<file path="config.mk">
export PLATFORM = sky130hd
export DESIGN_NAME = flash_pe_ctrl
export DESIGN_NICKNAME = d
export VERILOG_FILES = /design/src/rtl/flash_pe_pkg.sv /design/src/rtl/flash_cmd_seq.sv /design/src/rtl/flash_poll_timer.sv /design/src/rtl/flash_status_eval.sv /design/src/rtl/flash_pe_ctrl.sv
export SDC_FILE = /design/constraint.sdc
export NUM_CORES = 1
export LEC_CHECK = 0
export BUFFER_PORTS_ARGS = -buffer_cell sky130_fd_sc_hd__buf_2
export CAP_MARGIN = 20
export CORE_ASPECT_RATIO = 1.75
export CORE_MARGIN = 10
export CORE_UTILIZATION = 53
export DETAILED_ROUTE_END_ITERATION = 10
export PLACE_DENSITY = 0.84
export SLEW_MARGIN = 25
export SYNTH_ARGS = -nofsm -noshare
export SYNTH_HDL_FRONTEND = slang
export SYNTH_SLANG_ARGS = --single-unit
</file>
<file path="constraint.sdc">
create_clock -name clk -period 4.2 [get_ports clk]
set_input_delay 0.42 -clock clk [delete_from_list [all_inputs] [get_ports clk]]
set_output_delay 0.42 -clock clk [all_outputs]
set_load 0.005 [all_outputs]
</file>
<file path="src/rtl/flash_pe_pkg.sv">
package flash_pe_pkg;

  // Command addresses and bytes of the unlock / command protocol
  localparam logic [11:0] UNLK_ADDR_A = 12'h555;
  localparam logic [11:0] UNLK_ADDR_B = 12'h2AA;
  localparam logic [7:0]  CMD_UNLK_A  = 8'hAA;
  localparam logic [7:0]  CMD_UNLK_B  = 8'h55;
  localparam logic [7:0]  CMD_PROG    = 8'hA0;
  localparam logic [7:0]  CMD_ERASE   = 8'h80;
  localparam logic [7:0]  CMD_CHIP    = 8'h10;
  localparam logic [7:0]  CMD_SECTOR  = 8'h30;

  // Status flag bit position inside a polled word
  localparam int POLL_BIT = 7;

  localparam int STEP_W = 3;

  typedef enum logic [1:0] {
    K_PROG = 2'd0,
    K_SECT = 2'd1,
    K_CHIP = 2'd2
  } kind_e;

  typedef enum logic [2:0] {
    S_IDLE,
    S_CMD,
    S_POLL_RD,
    S_POLL_CHK,
    S_VFY_RD,
    S_VFY_CHK,
    S_FIN
  } state_e;

  function automatic kind_e op_to_kind(input logic [1:0] op);
    if (op[1])      return K_CHIP;
    else if (op[0]) return K_SECT;
    else            return K_PROG;
  endfunction

endpackage

</file>
<file path="src/rtl/flash_cmd_seq.sv">
module flash_cmd_seq
  import flash_pe_pkg::*;
#(
  parameter int ADDR_W = 22,
  parameter int DATA_W = 16
) (
  input  kind_e                    kind,
  input  logic [STEP_W-1:0]        step,
  input  logic [ADDR_W-1:0]        tgt_addr,
  input  logic [DATA_W-1:0]        tgt_data,
  output logic [ADDR_W-1:0]        cyc_addr,
  output logic [DATA_W-1:0]        cyc_data,
  output logic                     cyc_last
);

  localparam logic [ADDR_W-1:0] A_UA = ADDR_W'(UNLK_ADDR_A);
  localparam logic [ADDR_W-1:0] A_UB = ADDR_W'(UNLK_ADDR_B);

  always_comb begin
    cyc_addr = A_UA;
    cyc_data = DATA_W'(CMD_UNLK_A);
    cyc_last = 1'b0;
    if (kind == K_PROG) begin
      case (step)
        3'd0: begin cyc_addr = A_UA; cyc_data = DATA_W'(CMD_UNLK_A); end
        3'd1: begin cyc_addr = A_UB; cyc_data = DATA_W'(CMD_UNLK_B); end
        3'd2: begin cyc_addr = A_UA; cyc_data = DATA_W'(CMD_PROG);   end
        default: begin
          cyc_addr = tgt_addr;
          cyc_data = tgt_data;
          cyc_last = 1'b1;
        end
      endcase
    end else begin
      case (step)
        3'd0: begin cyc_addr = A_UA; cyc_data = DATA_W'(CMD_UNLK_A); end
        3'd1: begin cyc_addr = A_UB; cyc_data = DATA_W'(CMD_UNLK_B); end
        3'd2: begin cyc_addr = A_UA; cyc_data = DATA_W'(CMD_ERASE);  end
        3'd3: begin cyc_addr = A_UA; cyc_data = DATA_W'(CMD_UNLK_A); end
        3'd4: begin cyc_addr = A_UB; cyc_data = DATA_W'(CMD_UNLK_B); end
        default: begin
          cyc_last = 1'b1;
          if (kind == K_CHIP) begin
            cyc_addr = A_UA;
            cyc_data = DATA_W'(CMD_CHIP);
          end else begin
            cyc_addr = tgt_addr;
            cyc_data = DATA_W'(CMD_SECTOR);
          end
        end
      endcase
    end
  end

endmodule

</file>
<file path="src/rtl/flash_poll_timer.sv">
module flash_poll_timer #(
  parameter int TO_W = 16
) (
  input  logic            clk,
  input  logic            rst,
  input  logic            clr,
  input  logic [TO_W-1:0] limit,
  input  logic            tick,
  output logic            last_try
);

  logic [TO_W-1:0] lim_q;
  logic [TO_W-1:0] cnt_q;
  logic [TO_W:0]   tries;

  // tries = number of the polling read being judged now (1-based)
  assign tries    = {1'b0, cnt_q} + {{TO_W{1'b0}}, 1'b1};
  assign last_try = (tries >= {1'b0, lim_q});

  always_ff @(posedge clk) begin
    if (rst) begin
      cnt_q <= '0;
      lim_q <= '0;
    end else if (clr) begin
      cnt_q <= '0;
      lim_q <= limit;
    end else if (tick && !last_try) begin
      cnt_q <= cnt_q + 1'b1;
    end
  end

endmodule

</file>
<file path="src/rtl/flash_status_eval.sv">
module flash_status_eval
  import flash_pe_pkg::*;
#(
  parameter int DATA_W = 16
) (
  input  kind_e              kind,
  input  logic [DATA_W-1:0]  rdata,
  input  logic [DATA_W-1:0]  wdata,
  output logic               poll_done,
  output logic               word_match
);

  always_comb begin
    if (kind == K_PROG) poll_done = (rdata[POLL_BIT] == wdata[POLL_BIT]);
    else                poll_done = rdata[POLL_BIT];
    word_match = (rdata == wdata);
  end

endmodule

</file>
<file path="src/rtl/flash_pe_ctrl.sv">
module flash_pe_ctrl
  import flash_pe_pkg::*;
#(
  parameter int ADDR_W = 22,
  parameter int DATA_W = 16,
  parameter int TO_W   = 16
) (
  input  logic              clk,
  input  logic              rst,
  input  logic              req_valid,
  output logic              req_ready,
  input  logic [1:0]        req_op,
  input  logic [ADDR_W-1:0] req_addr,
  input  logic [DATA_W-1:0] req_data,
  input  logic [TO_W-1:0]   cfg_poll_limit,
  output logic              fl_we,
  output logic              fl_re,
  output logic [ADDR_W-1:0] fl_addr,
  output logic [DATA_W-1:0] fl_wdata,
  input  logic [DATA_W-1:0] fl_rdata,
  output logic              done,
  output logic              err,
  output logic              err_timeout
);

  state_e              state_q;
  kind_e               kind_q;
  logic [ADDR_W-1:0]   addr_q;
  logic [DATA_W-1:0]   data_q;
  logic [STEP_W-1:0]   step_q;
  logic                done_q, err_q, to_q;

  logic [ADDR_W-1:0]   seq_addr;
  logic [DATA_W-1:0]   seq_data;
  logic                seq_last;
  logic                poll_done, word_match, last_try;
  logic                accept, tmr_tick;

  assign accept   = req_valid && (state_q == S_IDLE);
  assign tmr_tick = (state_q == S_POLL_CHK) && !poll_done;

  flash_cmd_seq #(.ADDR_W(ADDR_W), .DATA_W(DATA_W)) u_seq (
    .kind     (kind_q),
    .step     (step_q),
    .tgt_addr (addr_q),
    .tgt_data (data_q),
    .cyc_addr (seq_addr),
    .cyc_data (seq_data),
    .cyc_last (seq_last)
  );

  flash_poll_timer #(.TO_W(TO_W)) u_tmr (
    .clk      (clk),
    .rst      (rst),
    .clr      (accept),
    .limit    (cfg_poll_limit),
    .tick     (tmr_tick),
    .last_try (last_try)
  );

  flash_status_eval #(.DATA_W(DATA_W)) u_eval (
    .kind       (kind_q),
    .rdata      (fl_rdata),
    .wdata      (data_q),
    .poll_done  (poll_done),
    .word_match (word_match)
  );

  always_ff @(posedge clk) begin
    if (rst) begin
      state_q <= S_IDLE;
      kind_q  <= K_PROG;
      addr_q  <= '0;
      data_q  <= '0;
      step_q  <= '0;
      done_q  <= 1'b0;
      err_q   <= 1'b0;
      to_q    <= 1'b0;
    end else begin
      done_q <= 1'b0;
      err_q  <= 1'b0;
      to_q   <= 1'b0;
      case (state_q)
        S_IDLE: begin
          if (accept) begin
            kind_q  <= op_to_kind(req_op);
            addr_q  <= req_addr;
            data_q  <= req_data;
            step_q  <= '0;
            state_q <= S_CMD;
          end
        end
        S_CMD: begin
          if (seq_last) state_q <= S_POLL_RD;
          else          step_q  <= step_q + 1'b1;
        end
        S_POLL_RD: state_q <= S_POLL_CHK;
        S_POLL_CHK: begin
          if (poll_done) begin
            if (kind_q == K_PROG) begin
              state_q <= S_VFY_RD;
            end else begin
              state_q <= S_FIN;
              done_q  <= 1'b1;
            end
          end else if (last_try) begin
            state_q <= S_FIN;
            done_q  <= 1'b1;
            err_q   <= 1'b1;
            to_q    <= 1'b1;
          end else begin
            state_q <= S_POLL_RD;
          end
        end
        S_VFY_RD: state_q <= S_VFY_CHK;
        S_VFY_CHK: begin
          state_q <= S_FIN;
          done_q  <= 1'b1;
          err_q   <= !word_match;
        end
        S_FIN: state_q <= S_IDLE;
        default: state_q <= S_IDLE;
      endcase
    end
  end

  always_comb begin
    req_ready   = (state_q == S_IDLE);
    fl_we       = (state_q == S_CMD);
    fl_re       = (state_q == S_POLL_RD) || (state_q == S_VFY_RD);
    fl_addr     = (state_q == S_CMD) ? seq_addr : addr_q;
    fl_wdata    = (state_q == S_CMD) ? seq_data : '0;
    done        = done_q;
    err         = err_q;
    err_timeout = to_q;
  end

endmodule

</file>
After elaboration in Yosys (flattened, before gate mapping)

Cells that the tools add are included.

$add $sub $neg: 3
Order comparisons: 1
Equal/unequal tests: 15
Multiplexer cells: 31
Bitwise operators: 1
Reduce and logical (&&, ||, !) cells: 22

Operator list:

| operator                                                               | count |
|---|---|
| 16-bit one-hot mux with 3 select lines                                 | 2 |
| 22-bit one-hot mux with 2 select lines                                 | 2 |
| 22-bit two-way mux                                                     | 3 |
| 16-bit two-way mux                                                     | 2 |
| 3-bit two-way mux                                                      | 6 |
| 3-bit one-hot mux with 6 select lines                                  | 1 |
| 16-bit by 1-bit adder with 17-bit output (second input constant)       | 1 |
| 17-bit by 16-bit greater-or-equal comparator with 1-bit output         | 1 |
| 16-bit by 1-bit adder with 16-bit output (second input constant)       | 1 |
| 16-bit equality test                                                   | 1 |
| 3-bit by 2-bit equality test with 1-bit output (second input constant) | 4 |
| 2-bit OR reduction                                                     | 5 |
| 3-bit equality test (second input constant)                            | 3 |
| 1-bit two-way mux                                                      | 9 |
| 3-bit by 1-bit equality test with 1-bit output (second input constant) | 2 |
| 3-bit logical NOT                                                      | 2 |
| 6-bit two-way mux                                                      | 1 |
| 3-bit one-hot mux with 2 select lines                                  | 1 |
| 3-bit OR reduction                                                     | 2 |
| 5-bit OR reduction                                                     | 1 |
| 2-bit two-way mux                                                      | 2 |
| 2-bit by 1-bit != test with 1-bit output (second input constant)       | 2 |
| 1-bit one-hot mux with 2 select lines                                  | 2 |
| 2-bit AND reduction                                                    | 2 |
| other kinds (11)                                                       | 15 |

Register bits after elaboration: 81
Output and inout port bits: 44

Depth between registers and ports, before layout

Word-level depth: 6
Depth in mapped cells: 14
Gate-level depth less buffers: 13

Hierarchy

Synthesis repeated with hierarchy kept, for this count alone.

Cells, all modules: 632
Area, all modules: 5129.9 um^2

By module, submodules not included:

| module            | instances | cells each | area an instance (um^2) | sequential area each (um^2) |
|---|---|---|---|---|
| flash_pe_ctrl     | 1         | 267        | 2194.6                  | 980.9 |
| flash_poll_timer  | 1         | 229        | 2037.0                  | 640.6 |
| flash_cmd_seq     | 1         | 113        | 699.4                   | 0.0 |
| flash_status_eval | 1         | 23         | 198.9                   | 0.0 |

Least setup slack after synthesis

No wires, ideal clock.

Path type: reg-to-reg
Start: register u_tmr.cnt_q[0]
End: register u_tmr.cnt_q[7]
Library setup time: 0.121 ns
Arrival: 2.990 ns
Data required time: 4.079 ns
Path slack: 1.089 ns
Cell stages (with the launch flop): 14
Clock period less this slack: 3.111 ns
Path through: dfxtp_1 -> ha_1 -> nand3_1 -> nor4_1 -> and3_1 -> xor2_1 -> ha_1 -> a21oi_1 -> o21ai_0 -> or2b_2 -> and4_1 -> buf_4 -> nand3_1 -> mux2_2

Longest elaborated chain between the ends: 4

Ends and longest elaborated chain:

| what                                                           | RTL line               | source |
|---|---|---|
| start: declaration                                             | flash_poll_timer.sv:13 | `logic [TO_W-1:0] cnt_q;` |
| start signal: assignment                                       | flash_poll_timer.sv:28 | `cnt_q <= cnt_q + 1'b1;` |
| 16-bit by 1-bit adder with 17-bit output                       | flash_poll_timer.sv:17 | `assign tries = {1'b0, cnt_q} + {{TO_W{1'b0}}, 1'b1};` |
| via u_tmr.tries[10]                                            | flash_poll_timer.sv:14 | `logic [TO_W:0] tries;` |
| 17-bit by 16-bit greater-or-equal comparator with 1-bit output | flash_poll_timer.sv:18 | `assign last_try = (tries >= {1'b0, lim_q});` |
| 1-bit logical NOT                                              | flash_poll_timer.sv:27 | `end else if (tick && !last_try) begin` |
| 1-bit logical AND                                              | flash_poll_timer.sv:27 |  |

The timed path passes the listed nets, and every way through them passes these cells.
A chain may end at the register's enable or synchronous reset.

Worst setup path in the final report

Start: register u_tmr.cnt_q[0]
End: register u_tmr.cnt_q[13]

Same word-level chain as after synthesis.

==> flow_metrics.tcl <==
set metrics [dict create \
    outcome "completed" \
    avgSynthCellArea_um2 7.595 \
    cts_tree "done" \
    holdBufCountCts 0 \
    clk_pin_slew_ps 70 \
    slew_headroom_pct 39.83 \
    synth_top_area_cell "dfxtp_1" \
    io_pins 119 \
    ys_types 55 \
    netlist_area_um2 4542 \
    worstSkewPairLatency_ps 350 \
    clock_sinks 81 \
    critPathMaxStageDelay_ps 540 \
    tns_ps 0 \
    critical_path.cell_chain "ha_1 > nand3_1 > nor4_1 > and3_1 > xor2_1 > ha_1 > nand4_1 > nor2_1 > a31oi_1 > nand4_2 > or4_1 > a21oi_1" \
    cpMostUsedCell "ha_1" \
    htree_levels 3 \
    holdPathStages 3 \
    cts_setup_buffers 0 \
    cp-start-kind "register" \
    clk_path_buf_depth 2 \
    dieHeight_um 142.5 \
    cts_root_buf "clkbuf_16" \
    synthCells 598 \
    p_leak_nw 2.468 \
    yosys-top-cells-area "dfxtp_1 (36%), nand2_1 (12%), a21oi_1 (9.4%)" \
    startpoint "u_tmr.cnt_q[0]$_SDFFE_PP0P_" \
    drv_cap 0 \
    worstPathMaxFanout 19 \
    grt_usage_pct 19.83 \
    seq_area_frac_synth_pct 35.70 \
    crit_arrival_ps 4010 \
    wl_um 12860 \
    synth-edff-count 0 \
    regToRegSetupSlack_ps 450 \
    crit_slowest_cell "or4_1" \
    ys.flop_type "dfxtp_1" \
    via_per_inst 5.550 \
    die_w_um 89.98 \
    post-route-min-period_ps 3749 \
    numCtsBuffers 9 \
    synthArstFlopShare_pct 0 \
    core_area_um2 8313 \
    crit_path_end_kind "register" \
    drt_first_iter_violations 296 \
    io_buffer_count 118 \
    period_share_pct 89.26 \
    syn_to_final_growth_pct 19.45 \
    wire_per_inst_um 15.74 \
    setup_violations 0 \
    first_global_vias 4681 \
    finalHoldWorstSlack_ps 303.7 \
    r2r-start "u_tmr.cnt_q[0]$_SDFFE_PP0P_" \
    drive_above_1_share_pct 22.22 \
    diodes 0 \
    ys_ff_latch 81 \
    slew_viol_final 0 \
    finalHoldViolations 0 \
    min_path_type "in -> reg" \
    die_area_um2 12820 \
    grt-ovfl-total 0 \
    endpoint "u_tmr.cnt_q[13]$_SDFFE_PP0P_" \
    crit_type "reg -> reg" \
    syn_nets 695 \
    antenna_found_initial 0 \
    fin_nets 794 \
    grt_max_degree 57 \
    cts_resized 0 \
    tightest_slew_ps 892.8 \
    drt_pass1_iterations 5 \
    fill_cells 699 \
    drc_errors 0 \
    power_density_nw_per_um2 380.2 \
    num_vias 4534 \
    initial_utilization_pct 54.64 \
    dp_hpwl_um 9752 \
    row_count 44 \
    drtAntennaViolNets 0 \
    synth_warnings 0 \
    gp_congestion 0.9248 \
    rsz0062_at_grt "no" \
    irDropWorstVdd_v 0.0003113 \
    yosys.area.top_type_share_pct 35.70 \
    required_ps 4460 \
    fin_skew_ps 6.839 \
    reg2reg_depth 12 \
    grt_pass1_wl_um 21490 \
    regToRegEndpoint "u_tmr.cnt_q[13]$_SDFFE_PP0P_" \
    max_freq_mhz 266.7 \
]
==> area by class of cell <==
cell class / count / area [µm²] / area share, %
Multi-Input combinational cell: 461 / 2675 / 49.31
Sequential cell: 81 / 1622 / 29.89
Timing Repair Buffer: 121 / 613.1 / 11.30
Clock buffer: 9 / 225.2 / 4.151
Tap cell: 115 / 143.9 / 2.652
Inverter: 23 / 86.33 / 1.591
Clock inverter: 7 / 60.06 / 1.107
==> metrics by stage <==
step | power (W) | setup slack [ps] | instance area, µm² | instances | util (%)
global route | 0.002154 | 42.15 | 5425 | 817 | 65.26
finish | 0.002063 | 450.9 | 5425 | 817 | 65.26
CTS | 0.002068 | 498.0 | 5421 | 817 | 65.22
detailed placement | 0.001321 | 525.1 | 5136 | 801 | 61.79
floorplan | 0.001170 | 1089 | 4542 | 598 | -
global placement | 0.001306 | 670.6 | 5136 | 801 | 61.79
==> worst min-delay path by stage <==
stage / startpoint / end
6_report: req_addr[19] / addr_q[19]$_SDFFE_PP0P_
5_1_grt: req_addr[7] / addr_q[7]$_SDFFE_PP0P_
4_1_cts: req_addr[16] / addr_q[16]$_SDFFE_PP0P_
3_5_place_dp: addr_q[17]$_SDFFE_PP0P_ / addr_q[17]$_SDFFE_PP0P_
3_3_place_gp: addr_q[15]$_SDFFE_PP0P_ / addr_q[15]$_SDFFE_PP0P_
2_1_floorplan: addr_q[11]$_SDFFE_PP0P_ / addr_q[11]$_SDFFE_PP0P_
==> flip-flops by register name (all words and copies together), names as in the netlist, 2 cells and up <==
name / flops
u_tmr.lim_q: 16
addr_q: 22
u_tmr.cnt_q: 16
kind_q: 2
step_q: 3
data_q: 16
state_q: 3
==> routing by layer <==
| metal | wire length [µm] | part of all wire [%] | GRT usage, % |
|---|---|---|---|
| met1 | 4728 | 37 | 19.54 |
| met2 | 6884 | 54 | 36.75 |
| met3 | 804 | 6.3 | 5.335 |
| met4 | 440 | 3.4 | 10.86 |
| met5 | 0 | 0 | 0 |
==> power breakdown <==
part	internal (W)	switching (W)
Combinational	0.000165	0.000284
Clock	0.000411	0.000344
Sequential	0.000820	0.0000392
Total	0.00140	0.000667
==> layout by cell type (no fill, tap or decap), types with 3 or more instances in the layout <==
cell and n:
o21ai_0 11, nor4_1 7, nand3_1 8, a21o_1 9, nand2_1 142, buf_4 3, clkbuf_16 9, dfxtp_1 81
mux2i_1 3, nor3_1 10, a21oi_1 85, xor2_1 21, nand4_1 9, nor2_1 36, inv_6 4, ha_1 22
or4_1 8, a31oi_1 4, buf_2 118, and3_1 4, xnor2_1 10, and2_1 21, o31ai_1 9, inv_1 23
o21a_1 3
==> critical path: cells and delay by family, from the launching register on <==
family	cells	cell delay, ps
AND/OR/NAND/NOR	7	2100
adder cells (fa/ha/maj)	2	530
AO/OA/AOI/OAI	2	450
flip-flops	1	400
XOR/XNOR	1	170
==> kinds of logic (layout without fill, tap and decap cells) <==
logic type                 after synthesis  after routing  share of synthesized area [%]
and+or+nand+nor                        267            267                          27.99
AOI/OAI and AO/OA                      137            137                          17.80
DFF                                     81             81                          35.70
buffers and inverters                   56            160                          5.565
xor gates and xnor gates                31             31                          5.978
adders and majority gates               22             22                          6.061
muxes                                    4              4                         0.9091
==> Yosys cell counts (2+ instances only) <==
cell type    n
nor4_1       7
a31o_2       2
nand3_1      8
xor2_1      21
buf_4        3
nor3_1      10
nand4_1      9
and2_1      22
nor3_4       2
nand3b_1     2
a41o_1       2
buf_2        6
buf_6        2
a31oi_1      4
nand2_1    143
xnor2_1     10
or4_1        8
o21a_1       3
o31ai_1      9
a21oi_1     85
inv_1       23
dfxtp_1     81
a21o_1       9
clkbuf_1    21
nor2_1      36
ha_1        22
and3_1       4
a211oi_1     2
and4_1       2
nand2b_1     2
o21ai_0     11
o21ai_1      2
mux2i_1      3
Note: power is estimated with default switching activity, not from simulation.
